`src/rtl/gpio_port_pkg.sv`:
```
package gpio_port_pkg;

  typedef enum logic [2:0] {
    SEL_NONE,
    SEL_MODE,
    SEL_OE,
    SEL_OUT,
    SEL_IN,
    SEL_IE
  } reg_sel_e;

  localparam int NUM_RW = 4;

  // writable register slot -> decoded select
  function automatic reg_sel_e rw_sel(input int idx);
    case (idx)
      0:       return SEL_MODE;
      1:       return SEL_OE;
      2:       return SEL_OUT;
      default: return SEL_IE;
    endcase
  endfunction

endpackage

```
`src/rtl/gpio_addr_dec.sv`:
```
module gpio_addr_dec
  import gpio_port_pkg::*;
#(
  parameter int ADDR_W    = 8,
  parameter int ALIAS_BIT = 7
) (
  input  logic [ADDR_W-1:0] addr_i,
  output reg_sel_e          sel_o,
  output logic              alias_o
);

  logic [ADDR_W-1:0] rel;
  logic [ADDR_W-5:0] slot;

  always_comb begin
    rel            = addr_i;
    rel[ALIAS_BIT] = 1'b0;
    slot           = rel[ADDR_W-1:4];
    alias_o        = addr_i[ALIAS_BIT];
    sel_o          = SEL_NONE;
    if (rel[3:0] == 4'h0) begin
      case (slot)
        (ADDR_W-4)'(0): sel_o = SEL_MODE;
        (ADDR_W-4)'(1): sel_o = SEL_OE;
        (ADDR_W-4)'(2): sel_o = SEL_OUT;
        (ADDR_W-4)'(3): sel_o = alias_o ? SEL_NONE : SEL_IN;
        (ADDR_W-4)'(5): sel_o = SEL_IE;
        default:        sel_o = SEL_NONE;
      endcase
    end
  end

endmodule

```
`src/rtl/gpio_mask_reg.sv`:
```
module gpio_mask_reg #(
  parameter int W = 8
) (
  input  logic         clk_i,
  input  logic         rst_ni,
  input  logic         wr_i,
  input  logic [W-1:0] mask_i,
  input  logic [W-1:0] val_i,
  output logic [W-1:0] q_o
);

  always_ff @(posedge clk_i or negedge rst_ni) begin
    if (!rst_ni)   q_o <= '0;
    else if (wr_i) q_o <= (q_o & ~mask_i) | (val_i & mask_i);
  end

endmodule

```
`src/rtl/gpio_in_sync.sv`:
```
module gpio_in_sync #(
  parameter int W      = 8,
  parameter int STAGES = 2
) (
  input  logic         clk_i,
  input  logic         rst_ni,
  input  logic [W-1:0] d_i,
  output logic [W-1:0] q_o
);

  logic [W-1:0] stage_q [STAGES];

  for (genvar s = 0; s < STAGES; s++) begin : g_stage
    if (s == 0) begin : g_first
      always_ff @(posedge clk_i or negedge rst_ni) begin
        if (!rst_ni) stage_q[0] <= '0;
        else         stage_q[0] <= d_i;
      end
    end else begin : g_next
      always_ff @(posedge clk_i or negedge rst_ni) begin
        if (!rst_ni) stage_q[s] <= '0;
        else         stage_q[s] <= stage_q[s-1];
      end
    end
  end

  assign q_o = stage_q[STAGES-1];

endmodule

```
`src/rtl/gpio_port_regs.sv`:
```
module gpio_port_regs
  import gpio_port_pkg::*;
#(
  parameter int NPINS       = 8,
  parameter int ADDR_W      = 8,
  parameter int ALIAS_BIT   = 7,
  parameter int SYNC_STAGES = 2
) (
  input  logic                 clk_i,
  input  logic                 rst_ni,
  input  logic [ADDR_W-1:0]    addr_i,
  input  logic                 we_i,
  input  logic [2*NPINS-1:0]   wdata_i,
  output logic [2*NPINS-1:0]   rdata_o,
  input  logic [NPINS-1:0]     pad_i,
  output logic [NPINS-1:0]     pad_oe_o,
  output logic [NPINS-1:0]     pad_out_o,
  output logic [NPINS-1:0]     gpio_en_o,
  output logic [NPINS-1:0]     irq_en_o
);

  localparam int DW = 2 * NPINS;

  reg_sel_e         sel;
  logic             is_alias;
  logic [NPINS-1:0] wr_mask;
  logic [NPINS-1:0] rw_q [NUM_RW];
  logic [NPINS-1:0] in_q;

  gpio_addr_dec #(
    .ADDR_W    (ADDR_W),
    .ALIAS_BIT (ALIAS_BIT)
  ) dec_i (
    .addr_i  (addr_i),
    .sel_o   (sel),
    .alias_o (is_alias)
  );

  // plain write loads every pin, alias write takes the upper half as mask
  assign wr_mask = is_alias ? wdata_i[DW-1:NPINS] : '1;

  for (genvar i = 0; i < NUM_RW; i++) begin : g_reg
    gpio_mask_reg #(.W(NPINS)) reg_i (
      .clk_i  (clk_i),
      .rst_ni (rst_ni),
      .wr_i   (we_i && (sel == rw_sel(i))),
      .mask_i (wr_mask),
      .val_i  (wdata_i[NPINS-1:0]),
      .q_o    (rw_q[i])
    );
  end

  gpio_in_sync #(
    .W      (NPINS),
    .STAGES (SYNC_STAGES)
  ) sync_i (
    .clk_i  (clk_i),
    .rst_ni (rst_ni),
    .d_i    (pad_i),
    .q_o    (in_q)
  );

  always_comb begin
    rdata_o = '0;
    case (sel)
      SEL_MODE: rdata_o[NPINS-1:0] = rw_q[0];
      SEL_OE:   rdata_o[NPINS-1:0] = rw_q[1];
      SEL_OUT:  rdata_o[NPINS-1:0] = rw_q[2];
      SEL_IN:   rdata_o[NPINS-1:0] = in_q;
      SEL_IE:   rdata_o[NPINS-1:0] = rw_q[3];
      default:  rdata_o = '0;
    endcase
  end

  assign gpio_en_o = rw_q[0];
  assign pad_oe_o  = rw_q[0] & rw_q[1];
  assign pad_out_o = rw_q[2];
  assign irq_en_o  = rw_q[3];

endmodule

```
`config.mk`:
```
export PLATFORM = sky130hd
export DESIGN_NAME = gpio_port_regs
export DESIGN_NICKNAME = d
export VERILOG_FILES = /design/src/rtl/gpio_port_pkg.sv /design/src/rtl/gpio_addr_dec.sv /design/src/rtl/gpio_mask_reg.sv /design/src/rtl/gpio_in_sync.sv /design/src/rtl/gpio_port_regs.sv
export SDC_FILE = /design/constraint.sdc
export NUM_CORES = 1
export LEC_CHECK = 0
export BUFFER_PORTS_ARGS = -buffer_cell sky130_fd_sc_hd__buf_2
export CORE_AREA = 2 2 92 94
export DETAILED_ROUTE_END_ITERATION = 16
export DIE_AREA = 0 0 94 96
export SYNTH_ARGS = -nofsm -noshare
export SYNTH_HDL_FRONTEND = slang
export SYNTH_SLANG_ARGS = --single-unit
```
`constraint.sdc`:
```
create_clock -name clk_i -period 1.5 [get_ports clk_i]
set_input_delay 0.075 -clock clk_i [delete_from_list [all_inputs] [get_ports clk_i]]
set_output_delay 0.075 -clock clk_i [all_outputs]
set_load 0.02 [all_outputs]
```
---- Yosys cells after proc, flatten, opt, wreduce, memory -nomap -nowiden ----
Cells that the tools add are included.
storage, ports and cells
  RAM bits ................................ 0
  memories kept ........................... 0
  logic and storage cells ................. 37
  bits in registers ....................... 48
  bits of input ports ..................... 35
  output and inout port bits .............. 48
  latch bits .............................. 0
  memory bits (read-only) ................. 0
operators by class
  shifts and indexed selects .............. 0
  order comparisons ....................... 0
  $mul .................................... 0
  mux-type cells .......................... 5
  bitwise logic cells ..................... 11
  add/sub/neg operators ................... 0
  reductions and logical operators ........ 6
  equal/unequal tests ..................... 9
  divide/modulo/power cells ............... 0
operator list
  kind                number
  $and 8x8->8         6
  $pmux 8 s5          1
  $or 8x8->8          4
  $pmux 3 s5          1
  $eq 3x2->1 const B  4
  $eq 3x3->1 const B  3
  $mux 8              1
  $not 8->8           1
  $eq 3x1->1 const B  2
  $mux 3              2
  $logic_and 1x1->1   4
  $logic_not 4->1     1
  $logic_not 3->1     1

---- Depth between registers and ports, before layout ----
  depth after elaboration ................. 5
  depth in mapped cells ................... 5
  mapped depth without buffers ............ 3

---- Modules after synthesis ----
Synthesis repeated with hierarchy kept, for this count alone.
second synthesis, totals
  cells, all modules ...................... 212
  area total of the unflattened synthesis .. 2555.0 um2
by module, submodules not included
  module          cells each  area an instance (um2)  seq. area each (um2)  instances
  gpio_mask_reg   25          361.6                   200.2                 4
  gpio_port_regs  77          560.5                   0.0                   1
  gpio_in_sync    24          460.4                   400.4                 1
  gpio_addr_dec   11          87.6                    0.0                   1

---- Worst setup path before layout ----
Ideal clock, no wire load.
  kind .................................... input -> output
  from .................................... in addr_i[1]
  to ...................................... out rdata_o[1]
  setup slack ............................. -0.273 ns
  required time ........................... 1.425 ns
  arrival time ............................ 1.698 ns
  path buffers ............................ 1
  stages .................................. 4
  cells stage by stage .................... nor4_2 nand2b_1 clkbuf_1 o311ai_0
between the ends
  word-level cells in the longest chain between the ends .. 4
  elaborated cells on any way between the ends .. 8
  those cells by class .................... 5 x eq/ne; 2 x mux; 1 x reduce/logical
RTL lines
  item                                      line                  text
  start, declared                           gpio_port_regs.sv:11  input logic [ADDR_W-1:0] addr_i,
  $logic_not 4->1 *                         gpio_addr_dec.sv:21   if (rel[3:0] == 4'h0) begin
  $mux 3 *                                  gpio_addr_dec.sv:21
  $eq 3x3->1, or another cell as far along  gpio_port_regs.sv:65  case (sel)
  $pmux 8 s5 *                              gpio_port_regs.sv:65
  end, declared                             gpio_port_regs.sv:14  output logic [2*NPINS-1:0] rdata_o,
Mark *: on every way between the ends. The rest lies on a longest branch, timed or not.

---- Worst setup path in the final report ----
  from .................................... in addr_i[1]
  to ...................................... out rdata_o[5]
Same word-level chain as after synthesis.

==> results.md <==
- Status: finished, final reports clean
- Vias in the first global route: 2056
- Input/output buffers: 74
- Warnings from Yosys: 0
- CP required: 1.42 ns
- Synth area leader: dfrtp_1
- Starting Density: 0.3176
- Top_reg_cell synth: dfrtp_1
- Post-Layout Inst Area: 0.003402 mm^2
- Worst min path class: input port to flip-flop
- Crit Path Max Fanout: 5
- Final ANT Viol Nets: 0
- Yosys reg bits: 48
- Most frequent CP cell: buf_6
- Slowest cell on the critical path: nor4_4
- Die area: 0.009024 mm^2
- Post-synth cell types: 28
- Slew HR: 0.6495
- FFs w/ async S/R, synth: 1.000
- RSZ-0062 raised after global routing: true
- First-pass GRT wire length: 10.85 mm
- Top cells by count, synth: dfrtp_1 (48), mux2_2 (26), nand3_1 (16)
- Fin Clk Skew: 0.001058 ns
- Gpl congestion: 0.7699
- Post-synthesis cell count: 212
- Critical Path AT: 1.36 ns
- Fillers: 795
- Crit path largest cell delay: 0.32 ns
- DRC errors left: 0
- Setup crit start kind: input port
- Layout cells sized above 1: 0.4919
- Fin crit share: 0.9581
- Top cells by area, synth: dfrtp_1 (47%), mux2_2 (11%), mux2i_1 (4.7%)
- Clk sinks: 48
- Clk slew on worst S/H paths: 0.09 ns
- GRT Resource Usage Total: 0.1591
- Nets: 344
- CTS root buffer: clkbuf_8
- Post-layout util: 0.4225
- # diodes: 0
- Largest net degree at the start of global routing: 49
- Core area: 0.008051 mm^2
- Max clock buf depth: 2
- Row Count: 33
- Syn Area/Cell: 12.06 um^2
- Slew Viols, Final: 0
- 1st-pass router iterations: 4
- Achievable frequency: 695.8 MHz
- Routed vias: 2046
- Placement Cell Area: 0.003137 mm^2
- CP Capture Type: output port
- Minimum clock period: 1.437 ns
- Die Span Y: 96 um
- Pin slew with the least headroom to its limit: 0.5257 ns
- Post-DP HPWL: 4.910 mm
- VDD IR max: 0.3077 mV
- Cell Area, Synth: 0.002557 mm^2
- Setup ws final: 0.06284 ns
- Place WS: -0.2383 ns
- Layout area overhead: 33.02%
- Congestion Overflow GR: 0
- Count leader, synth: dfrtp_1
- Crit-path cells: buf_6 > buf_6 > nor4_4 > buf_4 > nand2b_4 > buf_6 > o22ai_1 > buf_4
- Clock latency on the worst-skew pair: 0.31 ns
- Power Density: 792.9 mW/mm^2
- Total power: 0.002698 W
- Wire per inst: 16.70 um
- WS Path Type: input port to output port
- Post-synth EDFFs: 0
- Post-synthesis sequential area ratio: 0.4697
- CTS Buf Count: 5
- Max Cap Viol: 0
- Initial DRC Count: 141
- DR vias/cell: 4.942
- Hold Fails Final Rpt: 0
- Final setup fails: 0
- Static Leak: 1.617 nW
- Post-synth top area share: 0.4697
- Die X: 94 um
- WL final: 6.915 mm
- Initial antenna violation count: 0
- H-tree Lvls: 2
- CTS tree: built
- Boundary pin count: 83
-- where the power goes --
| group | internal, W | total, W | switching [W] | leakage [nW] |
|---|---|---|---|---|
| clock network | 0.000317 | 0.000759 | 0.000442 | 0.0400 |
| registers | 0.00137 | 0.00143 | 0.0000547 | 0.625 |
| logic | 0.000220 | 0.000511 | 0.000291 | 0.952 |
-- what timing repair did --
item / in CTS / in global routing
gates resized for setup: 8 / 5
hold buffers: 9 / 0
hold endpoints to repair: 56 / 0
setup buffers: 2 / 3
pin swaps: 2 / 3
endpoints found under the setup margin: 8 / 9
-- worst max-delay path, delay by kind of cell --
family                 cells  cell delay (ns)
buffers and inverters      5             0.71
AO/OA/AOI/OAI              1             0.18
AND/OR/NAND/NOR            2             0.42
-- worst paths after layout --
path                                               from                       to  slack (ns)  cells after the start
max                                           addr_i[1]               rdata_o[5]        0.06                      8
min                                          wdata_i[0]                flip-flop        0.03                      2
max reg2reg                                   flip-flop                flip-flop        0.63                      1
min reg2reg                sync_i.stage_q[13]$_DFF_PN0_  sync_i.q_o[5]$_DFF_PN0_        0.35                      0
max in group asynchronous                        rst_ni                async pin        0.99                      3
min in group asynchronous                        rst_ni  sync_i.q_o[0]$_DFF_PN0_        0.28                      3
-- cell usage in the layout (no fill, tap or decap), types with 9 or more instances in the layout --
| cell | count |
|---|---|
| nand3_1 | 16 |
| mux2_2 | 26 |
| mux2i_1 | 12 |
| buf_4 | 24 |
| dfrtp_1 | 48 |
| buf_2 | 69 |
| nand2b_1 | 9 |
| mux2_1 | 10 |
| dlygate4sd3_1 | 9 |
| nor2b_1 | 13 |
-- per-stage QoR --
| stage | instances | hold slack, ns | TNS, ns |
|---|---|---|---|
| 2_1_floorplan | 219 | -0.2206 | -0.5753 |
| 3_5_place_dp | 393 | 0.08703 | -3.346 |
| 6_report | 414 | 0.02882 | 0 |
| 3_3_place_gp | 393 | 0.08352 | -2.725 |
| 5_1_grt | 414 | 0.03937 | -0.08298 |
| 4_1_cts | 411 | 0.02614 | 0 |
-- layer usage --
layer	wire length [um]	vias to the layer above	global-route usage
met2	3271	71	0.2542
met3	448	8	0.03994
met4	67	0	0.03986
met1	3127	1007	0.2172
met5	0	-	0
li1	-	960	-
-- cell families (layout without fill, tap and decap cells) --
logic type	Yosys count	count (layout)	synth area share
simple gates	78	78	0.2255
mux	48	48	0.2055
flops	48	48	0.4697
buf+inv	24	114	0.05773
compound gates	13	13	0.04011
other cells	1	8	0.001466
-- cell type report --
type	count	area [um^2]	area share
clock buffers	5	68.82	0.02023
well taps	105	131.4	0.03862
clock inverters	2	12.51	0.003678
repair buffers	107	689.4	0.2026
multi-input cells	147	1299	0.3818
flip-flops and latches	48	1201	0.3531
Note: power is estimated with default switching activity, not from simulation.
